===== src/rtl/irq_route_pkg.sv =====
`timescale 1ns/1ps
package irq_route_pkg;
  localparam int WORD_BITS  = 32;
  localparam int WORD_BYTES = WORD_BITS / 8;
  // Word indices on the register bus (byte offset / 4)
  localparam int IDX_ENABLE = 0;
  localparam int IDX_LEVEL  = 1;
  localparam int IDX_ROUTE0 = 2;
endpackage


===== src/rtl/irq_sync.sv =====
`timescale 1ns/1ps
module irq_sync #(
  parameter int WIDTH  = 32,
  parameter int STAGES = 2
) (
  input  logic             clk,
  input  logic             rst,
  input  logic [WIDTH-1:0] async_in,
  output logic [WIDTH-1:0] sync_out
);
  logic [WIDTH-1:0] stage_q [STAGES];

  always_ff @(posedge clk) begin
    if (rst) begin
      for (int s = 0; s < STAGES; s++) stage_q[s] <= '0;
    end else begin
      stage_q[0] <= async_in;
      for (int s = 1; s < STAGES; s++) stage_q[s] <= stage_q[s-1];
    end
  end

  assign sync_out = stage_q[STAGES-1];
endmodule


===== src/rtl/irq_regs.sv =====
`timescale 1ns/1ps
module irq_regs
  import irq_route_pkg::*;
#(
  parameter int NUM_SRC  = 32,
  parameter int ADDR_W   = 8,
  parameter int NUM_RREG = 4
) (
  input  logic                          clk,
  input  logic                          rst,
  input  logic                          wr_en,
  input  logic                          rd_en,
  input  logic [ADDR_W-1:0]             addr,
  input  logic [WORD_BITS-1:0]          wdata,
  input  logic [NUM_SRC-1:0]            level,
  output logic [NUM_SRC-1:0]            enable_q,
  output logic [NUM_RREG*WORD_BITS-1:0] route_q,
  output logic [WORD_BITS-1:0]          rdata
);
  localparam int IDX_W = ADDR_W - 2;

  logic             aligned;
  logic [IDX_W-1:0] widx;
  logic [WORD_BITS-1:0] rd_mux;

  assign aligned = (addr[1:0] == 2'b00);
  assign widx    = addr[ADDR_W-1:2];

  always_ff @(posedge clk) begin
    if (rst) begin
      enable_q <= '0;
      route_q  <= '0;
    end else if (wr_en && aligned) begin
      if (widx == IDX_W'(IDX_ENABLE)) enable_q <= wdata[NUM_SRC-1:0];
      for (int r = 0; r < NUM_RREG; r++) begin
        if (widx == IDX_W'(IDX_ROUTE0 + r)) route_q[r*WORD_BITS +: WORD_BITS] <= wdata;
      end
    end
  end

  always_comb begin
    rd_mux = '0;
    if (aligned) begin
      if (widx == IDX_W'(IDX_ENABLE)) rd_mux = WORD_BITS'(enable_q);
      if (widx == IDX_W'(IDX_LEVEL))  rd_mux = WORD_BITS'(level);
      for (int r = 0; r < NUM_RREG; r++) begin
        if (widx == IDX_W'(IDX_ROUTE0 + r)) rd_mux = route_q[r*WORD_BITS +: WORD_BITS];
      end
    end
  end

  always_ff @(posedge clk) begin
    if (rst)        rdata <= '0;
    else if (rd_en) rdata <= rd_mux;
  end
endmodule


===== src/rtl/irq_line_map.sv =====
`timescale 1ns/1ps
module irq_line_map
  import irq_route_pkg::*;
#(
  parameter int NUM_SRC   = 32,
  parameter int NUM_LINES = 6,
  parameter int FIELD_W   = 4,
  parameter int NUM_RREG  = 4
) (
  input  logic                          clk,
  input  logic                          rst,
  input  logic [NUM_SRC-1:0]            enable,
  input  logic [NUM_SRC-1:0]            level,
  input  logic [NUM_RREG*WORD_BITS-1:0] route,
  output logic [NUM_LINES-1:0]          lines_q
);
  localparam int PER_REG = WORD_BITS / FIELD_W;

  logic [NUM_SRC-1:0] live;
  logic [FIELD_W-1:0] code [NUM_SRC];
  logic [NUM_LINES-1:0] hit;

  assign live = enable & level;

  // Reverse packing: the last routing word holds the lowest requests
  for (genvar n = 0; n < NUM_SRC; n++) begin : g_field
    localparam int REG_I = NUM_RREG - 1 - (n / PER_REG);
    localparam int BIT_I = REG_I * WORD_BITS + (n % PER_REG) * FIELD_W;
    assign code[n] = route[BIT_I +: FIELD_W];
  end

  for (genvar j = 0; j < NUM_LINES; j++) begin : g_line
    localparam logic [FIELD_W-1:0] SEL = FIELD_W'(j + 1);
    logic [NUM_SRC-1:0] match;
    for (genvar n = 0; n < NUM_SRC; n++) begin : g_match
      assign match[n] = live[n] && (code[n] == SEL);
    end
    assign hit[j] = |match;
  end

  always_ff @(posedge clk) begin
    if (rst) lines_q <= '0;
    else     lines_q <= hit;
  end
endmodule


===== src/rtl/irq_route_ctrl.sv =====
`timescale 1ns/1ps
module irq_route_ctrl
  import irq_route_pkg::*;
#(
  parameter int NUM_SRC     = 32,
  parameter int NUM_LINES   = 6,
  parameter int FIELD_W     = 4,
  parameter int ADDR_W      = 8,
  parameter int SYNC_STAGES = 2
) (
  input  logic                 clk,
  input  logic                 rst,
  input  logic [NUM_SRC-1:0]   irq_in,
  input  logic                 bus_wr_en,
  input  logic                 bus_rd_en,
  input  logic [ADDR_W-1:0]    bus_addr,
  input  logic [WORD_BITS-1:0] bus_wdata,
  output logic [WORD_BITS-1:0] bus_rdata,
  output logic [NUM_LINES-1:0] irq_out
);
  localparam int NUM_RREG = (NUM_SRC * FIELD_W) / WORD_BITS;

  logic [NUM_SRC-1:0]            status_q;
  logic [NUM_SRC-1:0]            mask_q;
  logic [NUM_RREG*WORD_BITS-1:0] route_q;

  irq_sync #(.WIDTH(NUM_SRC), .STAGES(SYNC_STAGES)) sync_i (
    .clk(clk), .rst(rst), .async_in(irq_in), .sync_out(status_q)
  );

  irq_regs #(.NUM_SRC(NUM_SRC), .ADDR_W(ADDR_W), .NUM_RREG(NUM_RREG)) regs_i (
    .clk(clk), .rst(rst), .wr_en(bus_wr_en), .rd_en(bus_rd_en),
    .addr(bus_addr), .wdata(bus_wdata), .level(status_q),
    .enable_q(mask_q), .route_q(route_q), .rdata(bus_rdata)
  );

  irq_line_map #(.NUM_SRC(NUM_SRC), .NUM_LINES(NUM_LINES), .FIELD_W(FIELD_W),
                 .NUM_RREG(NUM_RREG)) map_i (
    .clk(clk), .rst(rst), .enable(mask_q), .level(status_q),
    .route(route_q), .lines_q(irq_out)
  );
endmodule


===== config.mk =====
export PLATFORM = sky130hd
export DESIGN_NAME = irq_route_ctrl
export DESIGN_NICKNAME = d
export VERILOG_FILES = /design/src/rtl/irq_route_pkg.sv /design/src/rtl/irq_sync.sv /design/src/rtl/irq_regs.sv /design/src/rtl/irq_line_map.sv /design/src/rtl/irq_route_ctrl.sv
export SDC_FILE = /design/constraint.sdc
export NUM_CORES = 1
export LEC_CHECK = 0
export BUFFER_PORTS_ARGS = -buffer_cell sky130_fd_sc_hd__buf_2
export CAP_MARGIN = 25
export CORE_MARGIN = 3
export CORE_UTILIZATION = 36
export DETAILED_ROUTE_END_ITERATION = 10
export MAX_ROUTING_LAYER = met4
export PLACE_DENSITY = 0.65
export SLEW_MARGIN = 20
export SYNTH_ARGS = -nofsm -noshare
export SYNTH_HDL_FRONTEND = slang
export SYNTH_SLANG_ARGS = --single-unit

===== constraint.sdc =====
create_clock -name clk -period 2 [get_ports clk]
set_input_delay 0.3 -clock clk [delete_from_list [all_inputs] [get_ports clk]]
set_output_delay 0.3 -clock clk [all_outputs]
set_load 0.01 [all_outputs]

### Word level (Yosys, flattened, before mapping)

Memory sizes are Yosys's and may differ from the RTL's.
Cells that the tools add are included.

* $lt $le $gt $ge: 0
* add/sub/neg operators: 0
* multipliers: 0
* bitwise gates (word level): 3
* reduce and logical (&&, ||, !) cells: 206
* div/mod/pow operators: 0
* mux-type cells: 12
* shifts and indexed selects: 0
* equal/unequal tests: 197

Operators with widths (number)
* equality test 4 x 3 -> 1 bit, second input constant: 96
* two-way mux 32 bit: 9
* equality test 4 x 2 -> 1 bit, second input constant: 64
* logical AND 1 bit: 193
* OR reduction 32 bit: 6
* equality test 4 x 1 -> 1 bit, second input constant: 32
* bitwise AND 32 bit: 1
* equality test 6 x 2 -> 1 bit, second input constant: 2
* equality test 6 x 3 -> 1 bit, second input constant: 2
* AND reduction 2 bit: 5
* equality test 6 x 1 -> 1 bit, second input constant: 1
* logical NOT 6 bit: 1
* two-way mux 1 bit: 3
* logical NOT 2 bit: 1
* OR 1 bit: 2

* memory bits (writable): 64
* latch bits: 0
* memories: 1
* flip-flop bits (word level): 198
* output and inout bits: 38
* bits of input ports: 76
* ROM bits: 0
* logic and storage cells: 426

Memory list
* sync_i.stage_q: words 2, width 32, rd ports 2, clocked after memory_dff 0, wr ports 2, line irq_sync.sv:11 `logic [WIDTH-1:0] stage_q [STAGES];`

### Depth between registers and ports, before layout

Gate-level depths: netlist of the first run.

* word-level depth: 8
* mapped depth: 10
* depth with buffers taken out: 5

### By module

From an unflattened synthesis of the first run, not the netlist that was laid out.

* cell total of the unflattened synthesis: 1571
* area, all modules: 12908.6 µm²

By module, submodules not included
* irq_regs: cells an instance 1062, area each 8276.7 µm², sequential area each 3843.7 µm², times used 1
* irq_line_map: cells an instance 342, area each 2473.6 µm², sequential area each 120.1 µm², times used 1
* irq_sync: cells an instance 167, area each 2158.3 µm², sequential area each 1281.2 µm², times used 1

### Worst setup path before layout of the first run

No wires, ideal clock.

* path type: input -> register
* start: input bus_addr[3]
* end: register regs_i.route_q[65]
* path slack: 0.182 ns
* arrival time: 1.685 ns
* library setup time: 0.132 ns
* cell stages on the path: 10
* data required time: 1.868 ns
* buffers on the path: 5
* cell sequence: buf_2 > nor2b_1 > buf_2 > nand2_1 > buf_2 > or3_1 > clkbuf_1 > buf_2 > nand2_1 > a21oi_1

* longest elaborated chain between the ends: 2

RTL lines
* from (decl): line irq_route_ctrl.sv:16 `input logic [ADDR_W-1:0] bus_addr,`
* equality test 6 x 3 -> 1 bit: line irq_regs.sv:36 `if (widx == IDX_W'(IDX_ROUTE0 + r)) route_q[r*WORD_BITS +: WORD_BITS] <= wdata;`
* AND reduction 2 bit (no line)
* to (signal, indexed assignment): line irq_regs.sv:36
* to (decl): line irq_regs.sv:17 `output logic [NUM_RREG*WORD_BITS-1:0] route_q,`

No other way between the ends.
A chain may end at the register's enable or synchronous reset.

### Worst setup path in the final report of the first run

* start: register regs_i.route_q[2]
* end: register map_i.lines_q[4]

* longest elaborated chain between the ends: 3

RTL lines
* equality test 4 x 3 -> 1 bit: line irq_line_map.sv:36 `assign match[n] = live[n] && (code[n] == SEL);`
* logical AND 1 bit: line irq_line_map.sv:36
* OR reduction 32 bit: line irq_line_map.sv:38 `assign hit[j] = |match;`
* to (signal assigned): line irq_line_map.sv:43 `else lines_q <= hit;`
* to (decl): line irq_line_map.sv:15 `output logic [NUM_LINES-1:0] lines_q`

No other way between the ends.

==> results of run 1 <==
## worst paths after layout
check,end,slack (ns)
max,map_i.lines_q[4],0.05
min,regs_i.route_q[80],0.03
max reg2reg,map_i.lines_q[4],0.05
min reg2reg,sync_i.stage_q[0][45],0.43
## power groups by stage
stage	clock (W)	sequential (W)	combinational (W)
5_1_grt	0.00640	0.00533	0.000683
6_report	0.00610	0.00533	0.000650
3_3_place_gp	0	0.00544	0.000581
2_1_floorplan	0	0.00542	0.000252
4_1_cts	0.00619	0.00533	0.000637
3_5_place_dp	0	0.00544	0.000584
## layout by cell type, fill, tap and decap left out, drive strengths merged, types with 16 or more instances in the layout
cell type / n
a21oi: 193
o211ai: 20
dfxtp: 262
o21ai: 49
nand4: 16
mux4: 18
nand3: 38
nor2b: 72
nand2b: 29
nor4: 21
dlygate4sd3: 35
nand2: 363
nor4bb: 27
nor3b: 35
nand4b: 33
nor2: 29
clkbuf: 35
nor3: 34
buf: 341
nand3b: 42
## layout make-up
| cell class | instances | area share, % |
|---|---|---|
| Timing Repair Buffer | 376 | 17.5 |
| Inverter | 10 | 0.230 |
| Tap cell | 442 | 3.39 |
| Clock buffer | 35 | 4.96 |
| Clock inverter | 20 | 1.81 |
| Multi-Input combinational cell | 1117 | 39.9 |
| Antenna cell | 2 | 0.0307 |
| Sequential cell | 262 | 32.2 |
## state kept, by name, indices dropped and copies added (netlist names)
signal,count
regs_i.route_q,128
sync_i.stage_q,64
regs_i.enable_q,32
regs_i.rdata,32
map_i.lines_q,6
## kinds of logic after synthesis
kind of cell	after synthesis
simple gates	768
compound gates	331
flops	262
buf+inv	107
mux	18
## cell usage after synthesis (3+ instances only)
cell / number / area share (%)
o22ai_1: 14 / 0.72
nor2_1: 28 / 0.87
nor4b_1: 3 / 0.22
a41oi_1: 3 / 0.22
a31oi_1: 4 / 0.21
a21oi_1: 193 / 8.0
nor3_1: 32 / 1.3
nand4b_1: 33 / 2.4
nand2b_1: 29 / 1.5
or4_1: 7 / 0.43
nor4_1: 19 / 0.98
nor4bb_1: 27 / 2.2
dfxtp_1: 262 / 43
nand3b_1: 42 / 2.6
clkbuf_1: 59 / 1.8
and3b_1: 4 / 0.29
inv_1: 10 / 0.31
o211ai_1: 20 / 1.2
nand2_1: 363 / 11
o21ai_1: 10 / 0.41
a221oi_1: 14 / 1.0
o21ai_0: 39 / 1.6
nor2b_1: 72 / 3.7
o32ai_1: 8 / 0.58
nor3b_1: 34 / 2.1
or3b_2: 3 / 0.22
mux4_2: 18 / 3.3
nand4_1: 16 / 0.82
buf_4: 5 / 0.31
a22oi_1: 14 / 0.87
and3_1: 3 / 0.15
o2111ai_1: 4 / 0.29
buf_2: 29 / 1.2
buf_6: 3 / 0.28
nand3_1: 38 / 1.6
## layer usage
| metal | vias up | global-route usage, % | share of wire, % |
|---|---|---|---|
| li1 | 5926 | - | - |
| met1 | 6226 | 45.4 | 43 |
| met2 | 692 | 50.9 | 44 |
| met3 | 117 | 6.60 | 9.6 |
| met4 | 0 | 9.01 | 3.3 |
| met5 | - | - | 0 |
## timing repair
action,4_1_cts,5_1_grt
hold buffers,35,0
pin swaps,0,2
setup endpoints to repair,2,3
resized for setup,6,8
hold endpoints to repair,41,0
setup buffers,0,2
## critical path: stages, from the launching register on
cell      delay (ns)
dfxtp_1         0.32
buf_4           0.16
nand4b_1        0.20
nor3b_1         0.10
or4_4           0.56
nor4_2          0.23
buf_4           0.16
a31oi_1         0.06
## per-stage QoR
step	utilization [%]	worst slack (ns)
6_report	49.6	0.0491
5_1_grt	49.6	0.00753
4_1_cts	49.4	0.000303
3_5_place_dp	44.9	-0.161
3_3_place_gp	44.9	-0.201
2_1_floorplan	-	0.182
==> results.sh, run 1 <==
export IMPL_r2r_cells=7
export IMPL_final_cell_area_sq_um=16300
export IMPL_grt_pass1_wl_microns=86100
export IMPL_postRouteWirelength_microns=59300
export IMPL_synth_edf_count=0
export IMPL_tritoncts="yes"
export IMPL_period_share_pct=97.5
export IMPL_worst_path_max_fanout=3
export IMPL_synth_compound_area_share_pct=15.7
export IMPL_clkLatencyLatePin_ns=0.58
export IMPL_worst_pin_slew_ns=0.923
export IMPL_drt_wirelength_per_cell_microns=26.2
export IMPL_drtIter0Drc=1691
export IMPL_required_ns=2.44
export IMPL_drv_slew=0
export IMPL_ys_flop_type="dfxtp_1"
export IMPL_p_leak_nw=5.87
export IMPL_relSlewSlack_pct=38.3
export IMPL_ant_nets=0
export IMPL_io_pins=114
export IMPL_final_instance_count_excl_fill=2264
export IMPL_power_density_nw_per_um2=741
export IMPL_dieArea_sq_um=36000
export IMPL_cp_start_kind="flip-flop"
export IMPL_grt_ovfl_total=0
export IMPL_r2r_start="regs_i.route_q[2]"
export IMPL_die_y_microns=190
export IMPL_area_delta_synth_final_pct=34.3
export IMPL_synth_fp_nets=1562
export IMPL_async_flop_share_pct=0
export IMPL_holdWs_ns=0.0312
export IMPL_ff_latch_area_sq_um=5250
export IMPL_clkTransAtPathRegs_ns=0.06
export IMPL_power_switching_w=0.00284
export IMPL_htreeDepth=1
export IMPL_internal_power_w=0.00924
export IMPL_grt_pass1_vias=12300
export IMPL_drive_gt1_share_pct=24.0
export IMPL_synth_mux_area_share_pct=3.34
export IMPL_end_kind="flip-flop"
export IMPL_vias=13000
export IMPL_num_nets_final=1873
export IMPL_die_w_microns=190
export IMPL_synth_xor_area_share_pct=0
export IMPL_num_fill_cells=3241
export IMPL_yosys_area_share_simple_pct=33.8
export IMPL_cts_buffer_depth=3
export IMPL_arrival_ns=2.39
export IMPL_yosysWarnings=0
export IMPL_ir_drop_v=0.000640
export IMPL_io_buffers=113
export IMPL_hold_class="input pin to flip-flop"
export IMPL_max_freq_mhz=513
export IMPL_swShare_pct=23.5
export IMPL_ys_seq_elements=262
export IMPL_postSynthCellCount=1486
export IMPL_criticalPathCategory="flip-flop to flip-flop"
export IMPL_synth_area_per_cell_sq_um=8.17
export IMPL_finClkSkew_ns=0.0137
export IMPL_grt_total_usage_pct=33.4
export IMPL_pwr_share_seq_pct=44.1
export IMPL_synth_area_sq_um=12100
export IMPL_dp_cells=2170
export IMPL_cts_inserted_buffers=30
export IMPL_initial_core_util_pct=36.9
export IMPL_setup_viol=0
export IMPL_status="finished, final reports clean"
export IMPL_synthAdderAreaFrac_pct=0
export IMPL_min_period_ns=1.95
export IMPL_pwr_share_comb_pct=5.4
export IMPL_power_w=0.0121
export IMPL_post_dp_cell_area_sq_um=14800
export IMPL_ys_types=54
export IMPL_cts_root_buf="clkbuf_16"
export IMPL_maxCapViolations=0
export IMPL_fin_setup_tns_ns=0
export IMPL_holdCritStartpoint="bus_wdata[16]"
export IMPL_yosysSeqAreaShare_pct=43.2
export IMPL_multi_input_area_sq_um=6500
export IMPL_hpwl_microns=46500
export IMPL_drc=0
export IMPL_viasPerCell=5.72
export IMPL_grt_max_degree=138
export IMPL_core_area_sq_um=32900
export IMPL_hold_viol=0
export IMPL_clkPwrFrac_pct=50.5
export IMPL_row_count=66
export IMPL_dr_pass1_iters=5
export IMPL_whs_path_depth=3
export IMPL_grt_antenna_before_repair=2
export IMPL_synth_top_family_by_area="simple AND/OR/NAND/NOR gates"
export IMPL_gp_congestion=1.07
export IMPL_grt_setup_unrepaired="no"
export IMPL_clock_sinks=262
export IMPL_startpoint="regs_i.route_q[2]"
Note: power is estimated with default switching activity, not from simulation.
==> run 2: changes to the inputs <==
--- a/config.mk
+++ b/config.mk
@@ -7,7 +7,6 @@
 export LEC_CHECK = 0
 export BUFFER_PORTS_ARGS = -buffer_cell sky130_fd_sc_hd__buf_2
 export CAP_MARGIN = 25
-export CORE_MARGIN = 3
 export CORE_UTILIZATION = 36
 export DETAILED_ROUTE_END_ITERATION = 10
 export MAX_ROUTING_LAYER = met4
@@ -15,4 +14,5 @@
 export SLEW_MARGIN = 20
 export SYNTH_ARGS = -nofsm -noshare
 export SYNTH_HDL_FRONTEND = slang
+export SYNTH_HIERARCHICAL = 1
 export SYNTH_SLANG_ARGS = --single-unit
==> run 2 against run 1 <==
The run now ends with setup timing left. Cell area fell by 2.1%. Synthesized area is 6.3% higher. Critical path type unchanged. Clock skew grew 0.0076 ns. Via count grew 3.4%. Worst hold slack got worse by 0.012 ns. Sequential share of layout area increased by 0.72 points. Non-clock buffer count down 83. Worst setup slack worse by 0.093 ns. Critical path depth down 1. Power fell by 6.7%. Register-to-register slack got worse by 0.09 ns. Largest cell class unchanged. Final cell count down 1.2%.
==> results.sh, run 2 <==
export IMPL_status="finished, violations left"
export IMPL_violations="setup timing"
export IMPL_min_period_ns=2.04
export IMPL_gp_congestion=1.07
export IMPL_multi_input_area_sq_um=6930
export IMPL_whs_endpoint="regs_i/route_q[73]"
export IMPL_die_w_microns=191
export IMPL_synth_common_cells="nand2_1 (336), dfxtp_1 (262), a21oi_1 (205), clkbuf_1 (62), nor2b_2 (60)"
export IMPL_ir_drop_v=0.000771
export IMPL_synth_top_area_share_pct=40.6
export IMPL_r2r_end="map_i/lines_q[1]"
export IMPL_dr_pass1_iters=6
export IMPL_grt_pass1_vias=12500
export IMPL_synth_fp_nets=1647
export IMPL_end_kind="flip-flop"
export IMPL_ff_latch_area_sq_um=5250
export IMPL_grt_total_usage_pct=32.2
export IMPL_grt_ovfl_total=0
export IMPL_drive_gt1_share_pct=21.2
export IMPL_hold_class="input pin to flip-flop"
export IMPL_finClkSkew_ns=0.0213
export IMPL_io_buffers=113
export IMPL_setup_viol=2
export IMPL_worst_path_max_fanout=4
export IMPL_top_regs="regs_i/route_q: 128 flops, sync_i/stage_q: 64 flops"
export IMPL_required_ns=2.47
export IMPL_die_y_microns=191
export IMPL_regMostFlops="regs_i/route_q"
export IMPL_synth_area_sq_um=12900
export IMPL_r2r_cells=6
export IMPL_vias=13400
export IMPL_num_fill_cells=3462
export IMPL_p_leak_nw=5.68
export IMPL_row_count=68
export IMPL_dieArea_sq_um=36600
export IMPL_cts_inserted_buffers=29
export IMPL_grt_setup_unrepaired="yes"
export IMPL_worst_pin_slew_ns=0.690
export IMPL_holdCritStartpoint="bus_wdata[9]"
export IMPL_max_freq_mhz=489
export IMPL_viasPerCell=5.99
export IMPL_postLayoutCoreUtil_pct=45.8
export IMPL_place_ws_ns=-0.0754
export IMPL_yosysWarnings=6
export IMPL_ys_flop_type="dfxtp_1"
export IMPL_initial_core_util_pct=37.0
export IMPL_holdWs_ns=0.0189
export IMPL_hpwl_microns=42000
export IMPL_area_delta_synth_final_pct=23.7
export IMPL_yosysTopAreaCell="dfxtp_1"
export IMPL_final_instance_count_excl_fill=2237
export IMPL_yosysSeqAreaShare_pct=40.6
export IMPL_clock_sinks=262
export IMPL_tritoncts="yes"
export IMPL_synth_area_per_cell_sq_um=8.22
export IMPL_yosys_cell_count_top_type="nand2_1"
export IMPL_cts_root_buf="clkbuf_16"
export IMPL_grt_antenna_before_repair=1
export IMPL_cts_buffer_depth=3
export IMPL_htreeDepth=1
export IMPL_drv_slew=0
export IMPL_maxCapViolations=0
export IMPL_ant_nets=0
export IMPL_r2r_slack_ns=-0.04
export IMPL_synthTopCellsByArea="dfxtp_1 (41%), nand2_1 (9.8%), a21oi_1 (7.9%), nor2b_2 (4.1%), mux2i_1 (2.9%)"
export IMPL_clkTransAtPathRegs_ns=0.06
export IMPL_ys_types=61
export IMPL_cp_start_kind="flip-flop"
export IMPL_core_area_sq_um=34900
export IMPL_final_common_cell="nand2_1"
export IMPL_clkLatencyLatePin_ns=0.58
export IMPL_grt_pass1_wl_microns=83700
export IMPL_criticalPathCategory="flip-flop to flip-flop"
export IMPL_r2r_start="regs_i/route_q[39]"
export IMPL_hold_viol=0
export IMPL_dp_cells=2147
export IMPL_power_density_nw_per_um2=706
export IMPL_grt_max_degree=59
export IMPL_layout_common_cells="nand2_1 (336), dfxtp_1 (257), a21oi_1 (205)"
export IMPL_drc=0
export IMPL_whs_path_depth=3
export IMPL_arrival_ns=2.51
export IMPL_num_nets_final=1839
export IMPL_worst_slack_ns=-0.0443
export IMPL_ys_seq_elements=262
export IMPL_relSlewSlack_pct=53.4
export IMPL_largest_reg_flops=128
export IMPL_postSynthCellCount=1571
export IMPL_diodes=0
export IMPL_postRouteWirelength_microns=57800
export IMPL_drtIter0Drc=1582
export IMPL_synth_edf_count=0
export IMPL_async_flop_share_pct=0
export IMPL_period_share_pct=102
export IMPL_drt_wirelength_per_cell_microns=25.9
export IMPL_io_pins=114
## run 2: cell types whose count changed after synthesis, moves of 12 or more
cell	delta
mux4_2	-18
nor2b_2	+60
a32o_1	+26
nand2_1	-27
o2bb2ai_1	+12
a21oi_1	+12
mux2i_1	+38
o21a_1	+17
buf_4	+27
nand2b_1	-17
nor2b_1	-37
nor2_1	+14
o211ai_1	-20
## run 2: worst max-delay path, stage by stage, from the launching register on
cell      delay (ns)
dfxtp_2         0.41
nand4b_1        0.24
o32a_1          0.25
o311ai_0        0.14
nor4_1          0.51
a41oi_1         0.22
buf_4           0.18
## run 2: layer usage
metal	wire length [microns]	vias to the layer above	track usage (%)
met5	0	-	-
met4	2200	0	11.2
met3	5370	124	5.12
met2	26000	794	49.7
met1	24300	6488	42.5
li1	-	6002	-
## run 2: final cells by class
| cell class | count | area share, % |
|---|---|---|
| multi-input cells | 1163 | 43.4 |
| clock buffers | 35 | 4.81 |
| inverters | 14 | 0.329 |
| well taps | 455 | 3.57 |
| clock inverters | 15 | 0.753 |
| flip-flops and latches | 262 | 32.9 |
| repair buffers | 293 | 14.2 |
## run 2: how the worst max path moves through the flow
stage                                from                to  slack [ns]
floorplan           sync_i/stage_q[0][61]  map_i/lines_q[5]        0.32
global placement       regs_i/route_q[56]  map_i/lines_q[1]       -0.21
detailed placement     regs_i/route_q[86]  map_i/lines_q[0]       -0.08
CTS                    regs_i/route_q[86]  map_i/lines_q[0]       0.001
global route           regs_i/route_q[39]  map_i/lines_q[1]       -0.03
finish                 regs_i/route_q[39]  map_i/lines_q[1]       -0.04
## run 2: metrics by stage
step	cell area, sq um	total power, W	TNS, ns
2_1_floorplan	12900	0.00584	0
3_3_place_gp	14600	0.00616	-0.262
3_5_place_dp	14600	0.00616	-0.101
4_1_cts	15900	0.0113	0
5_1_grt	16000	0.0116	-0.0301
6_report	16000	0.0113	-0.0514
## run 2: cells by family (layout without fill, tap and decap cells)
logic type / count (synthesis) / count (layout) / synth area share (%)
and+or+nand+nor: 748 / 748 / 32.0
buffers and inverters: 146 / 357 / 6.02
muxes: 38 / 38 / 2.95
AOI/OAI and AO/OA: 377 / 377 / 18.4
DFF: 262 / 262 / 40.6
## run 2: repair_timing
item,4_1_cts,5_1_grt
setup buffers,1,0
hold endpoints to repair,48,0
hold buffers,39,0
pin swaps,1,2
resized for setup,6,5
setup endpoints to repair,2,2
## run 2: power by group
part | internal, W | total, W | switching (W)
sequential | 0.00528 | 0.00534 | 0.0000517
clock | 0.00286 | 0.00514 | 0.00228
combinational | 0.000328 | 0.000796 | 0.000468
total | 0.00847 | 0.0113 | 0.00280
==> run 3: changes to the inputs <==
--- a/config.mk
+++ b/config.mk
@@ -7,10 +7,12 @@
 export LEC_CHECK = 0
 export BUFFER_PORTS_ARGS = -buffer_cell sky130_fd_sc_hd__buf_2
 export CAP_MARGIN = 25
+export CELL_PAD_IN_SITES_DETAIL_PLACEMENT = 1
+export CELL_PAD_IN_SITES_GLOBAL_PLACEMENT = 1
 export CORE_UTILIZATION = 36
 export DETAILED_ROUTE_END_ITERATION = 10
 export MAX_ROUTING_LAYER = met4
-export PLACE_DENSITY = 0.65
+export PLACE_DENSITY = 0.78
 export SLEW_MARGIN = 20
 export SYNTH_ARGS = -nofsm -noshare
 export SYNTH_HDL_FRONTEND = slang
==> run 3 against run 2 <==
The run still ends with setup timing left. Register-to-register slack hardly changed. Final cell count is 1.2% higher. Clock skew is 0.0050 ns lower. Clock-buffer cell count is 5 higher. Via count is 3.7% higher. Sequential share of layout area is 0.58 points lower. Critical path depth is 1 lower. First-iteration DRC count is 7.5% higher. Die area stayed put. Routed wire length is 13% higher. Sequential power hardly changed. Global-route usage is 4.2 points higher. Critical path type unchanged. Largest cell class unchanged. Highest routed layer unchanged.
==> results.sh, run 3 (synthesized netlist as in run 2, its figures left out) <==
export IMPL_drt_wirelength_per_cell_microns=28.9
export IMPL_power_density_nw_per_um2=762
export IMPL_ir_drop_v=0.000600
export IMPL_num_nets_final=1862
export IMPL_grt_antenna_before_repair=3
export IMPL_clkTransAtPathRegs_ns=0.06
export IMPL_grt_pass1_vias=13800
export IMPL_r2r_slack_ns=-0.03
export IMPL_finClkSkew_ns=0.0163
export IMPL_grt_total_usage_pct=36.4
export IMPL_fin_setup_tns_ns=-0.0330
export IMPL_io_buffers=113
export IMPL_worst_pin_slew_ns=0.862
export IMPL_regMostFlops="regs_i/route_q"
export IMPL_maxCapViolations=0
export IMPL_criticalPathCategory="flip-flop to flip-flop"
export IMPL_grt_max_degree=98
export IMPL_gp_congestion=1.06
export IMPL_setup_viol=1
export IMPL_core_area_sq_um=34900
export IMPL_grt_setup_unrepaired="no"
export IMPL_layout_common_cells="nand2_1 (336), dfxtp_1 (260), a21oi_1 (205)"
export IMPL_drtIter0Drc=1701
export IMPL_clock_sinks=262
export IMPL_worst_slack_ns=-0.0330
export IMPL_arrival_ns=2.56
export IMPL_tritoncts="yes"
export IMPL_top_regs="regs_i/route_q: 128 flops, sync_i/stage_q: 64 flops"
export IMPL_cp_cell_sequence="nand4b_1 -> o311ai_0 -> a311oi_1 -> a41oi_1 -> buf_4"
export IMPL_row_count=68
export IMPL_drc=0
export IMPL_drive_gt1_share_pct=22.4
export IMPL_largest_reg_flops=128
export IMPL_die_w_microns=191
export IMPL_hold_class="input pin to flip-flop"
export IMPL_htreeDepth=1
export IMPL_dr_pass1_iters=6
export IMPL_status="finished, violations left"
export IMPL_period_share_pct=102
export IMPL_required_ns=2.53
export IMPL_viasPerCell=6.14
export IMPL_worst_path_max_fanout=3
export IMPL_max_freq_mhz=492
export IMPL_final_common_cell="nand2_1"
export IMPL_relSlewSlack_pct=41.8
export IMPL_end_kind="flip-flop"
export IMPL_die_y_microns=191
export IMPL_cts_inserted_buffers=30
export IMPL_initial_core_util_pct=37.0
export IMPL_cts_buffer_depth=3
export IMPL_critPathMaxStageDelay_ns=0.61
export IMPL_vias=13900
export IMPL_grt_pass1_wl_microns=94300
export IMPL_grt_ovfl_total=0
export IMPL_r2r_start="sync_i/stage_q[0][41]"
export IMPL_io_pins=114
export IMPL_cts_root_buf="clkbuf_16"
export IMPL_crit_slowest_cell="o311ai_0"
export IMPL_r2r_cells=5
export IMPL_whs_endpoint="regs_i/route_q[72]"
export IMPL_area_delta_synth_final_pct=25.8
export IMPL_p_leak_nw=5.88
export IMPL_drv_slew=0
export IMPL_min_period_ns=2.03
export IMPL_cp_start_kind="flip-flop"
export IMPL_ant_nets=0
export IMPL_postRouteWirelength_microns=65500
export IMPL_hold_viol=0
export IMPL_dieArea_sq_um=36600
export IMPL_holdCritStartpoint="bus_wdata[8]"
export IMPL_postLayoutCoreUtil_pct=46.5
export IMPL_holdWs_ns=0.0175
export IMPL_hpwl_microns=48000
export IMPL_violations="setup timing"
export IMPL_r2r_end="map_i/lines_q[3]"
export IMPL_whs_path_depth=3
export IMPL_clkLatencyLatePin_ns=0.58
==> run 3: changes by cell type in the layout (fill, tap and decap cells not counted), sizes merged, moves of 5 or more <==
cell,change
clkinv,-6
dlygate4sd3,-6
bufinv,+5
clkbuf,+5
buf,+28
==> run 3: per-layer routing <==
metal,vias up,global-route usage (%),wire (microns),part of all wire (%)
met1,6955,47.2,27200,41
met3,142,4.99,5720,8.7
met2,765,58.3,30400,46
met5,-,-,0,0
met4,0,11.7,2270,3.5
li1,6042,-,-,-
==> run 3: area by class of cell <==
type	count	area, sq um
flip-flops and latches	262	5250
clock inverters	14	235
repair buffers	315	2350
fillers	4123	18600
inverters	14	52.6
well taps	455	569
diodes	1	2.50
multi-input cells	1163	6920
clock buffers	40	860
==> run 3: where the power goes <==
group	switching (W)	total, W	internal (W)
registers	0.0000544	0.00534	0.00528
logic	0.000515	0.000829	0.000314
clock network	0.00242	0.00620	0.00378
==> run 3: what timing repair did <==
action / in CTS / in global routing
endpoints found under the setup margin: 0 / 2
resized for setup: 0 / 7
hold buffers: 33 / 0
buffers inserted: 0 / 1
endpoints found under the hold margin: 33 / 0
==> run 3: worst max path at each step <==
stage                     startpoint                to  cells after the start
6_report       sync_i/stage_q[0][41]  map_i/lines_q[3]                      5
4_1_cts           regs_i/route_q[59]  map_i/lines_q[1]                      6
3_3_place_gp             bus_addr[4]  regs_i/rdata[26]                      6
2_1_floorplan  sync_i/stage_q[0][61]  map_i/lines_q[5]                      6
3_5_place_dp             bus_addr[4]  regs_i/rdata[26]                      6
5_1_grt        sync_i/stage_q[0][34]  map_i/lines_q[3]                      7
==> run 3: per-stage QoR <==
step	cell area, sq um	setup slack (ns)	cells	total power [W]
final	16200	-0.0330	2264	0.0124
after global routing	16200	0.00533	2264	0.0127
after CTS	16200	0.0132	2262	0.0124
after detailed placement	14800	-0.0387	2175	0.00619
after global placement	14800	-0.0796	2175	0.00618
after floorplan	12900	0.320	1571	0.00584
==> run 3: worst max-delay path, delay by kind of cell, from the launching register on <==
kind | cells | cell delay, ns
AOI/OAI and AO/OA | 3 | 1.04
DFF | 1 | 0.54
and+or+nand+nor | 1 | 0.27
buffers and inverters | 1 | 0.13
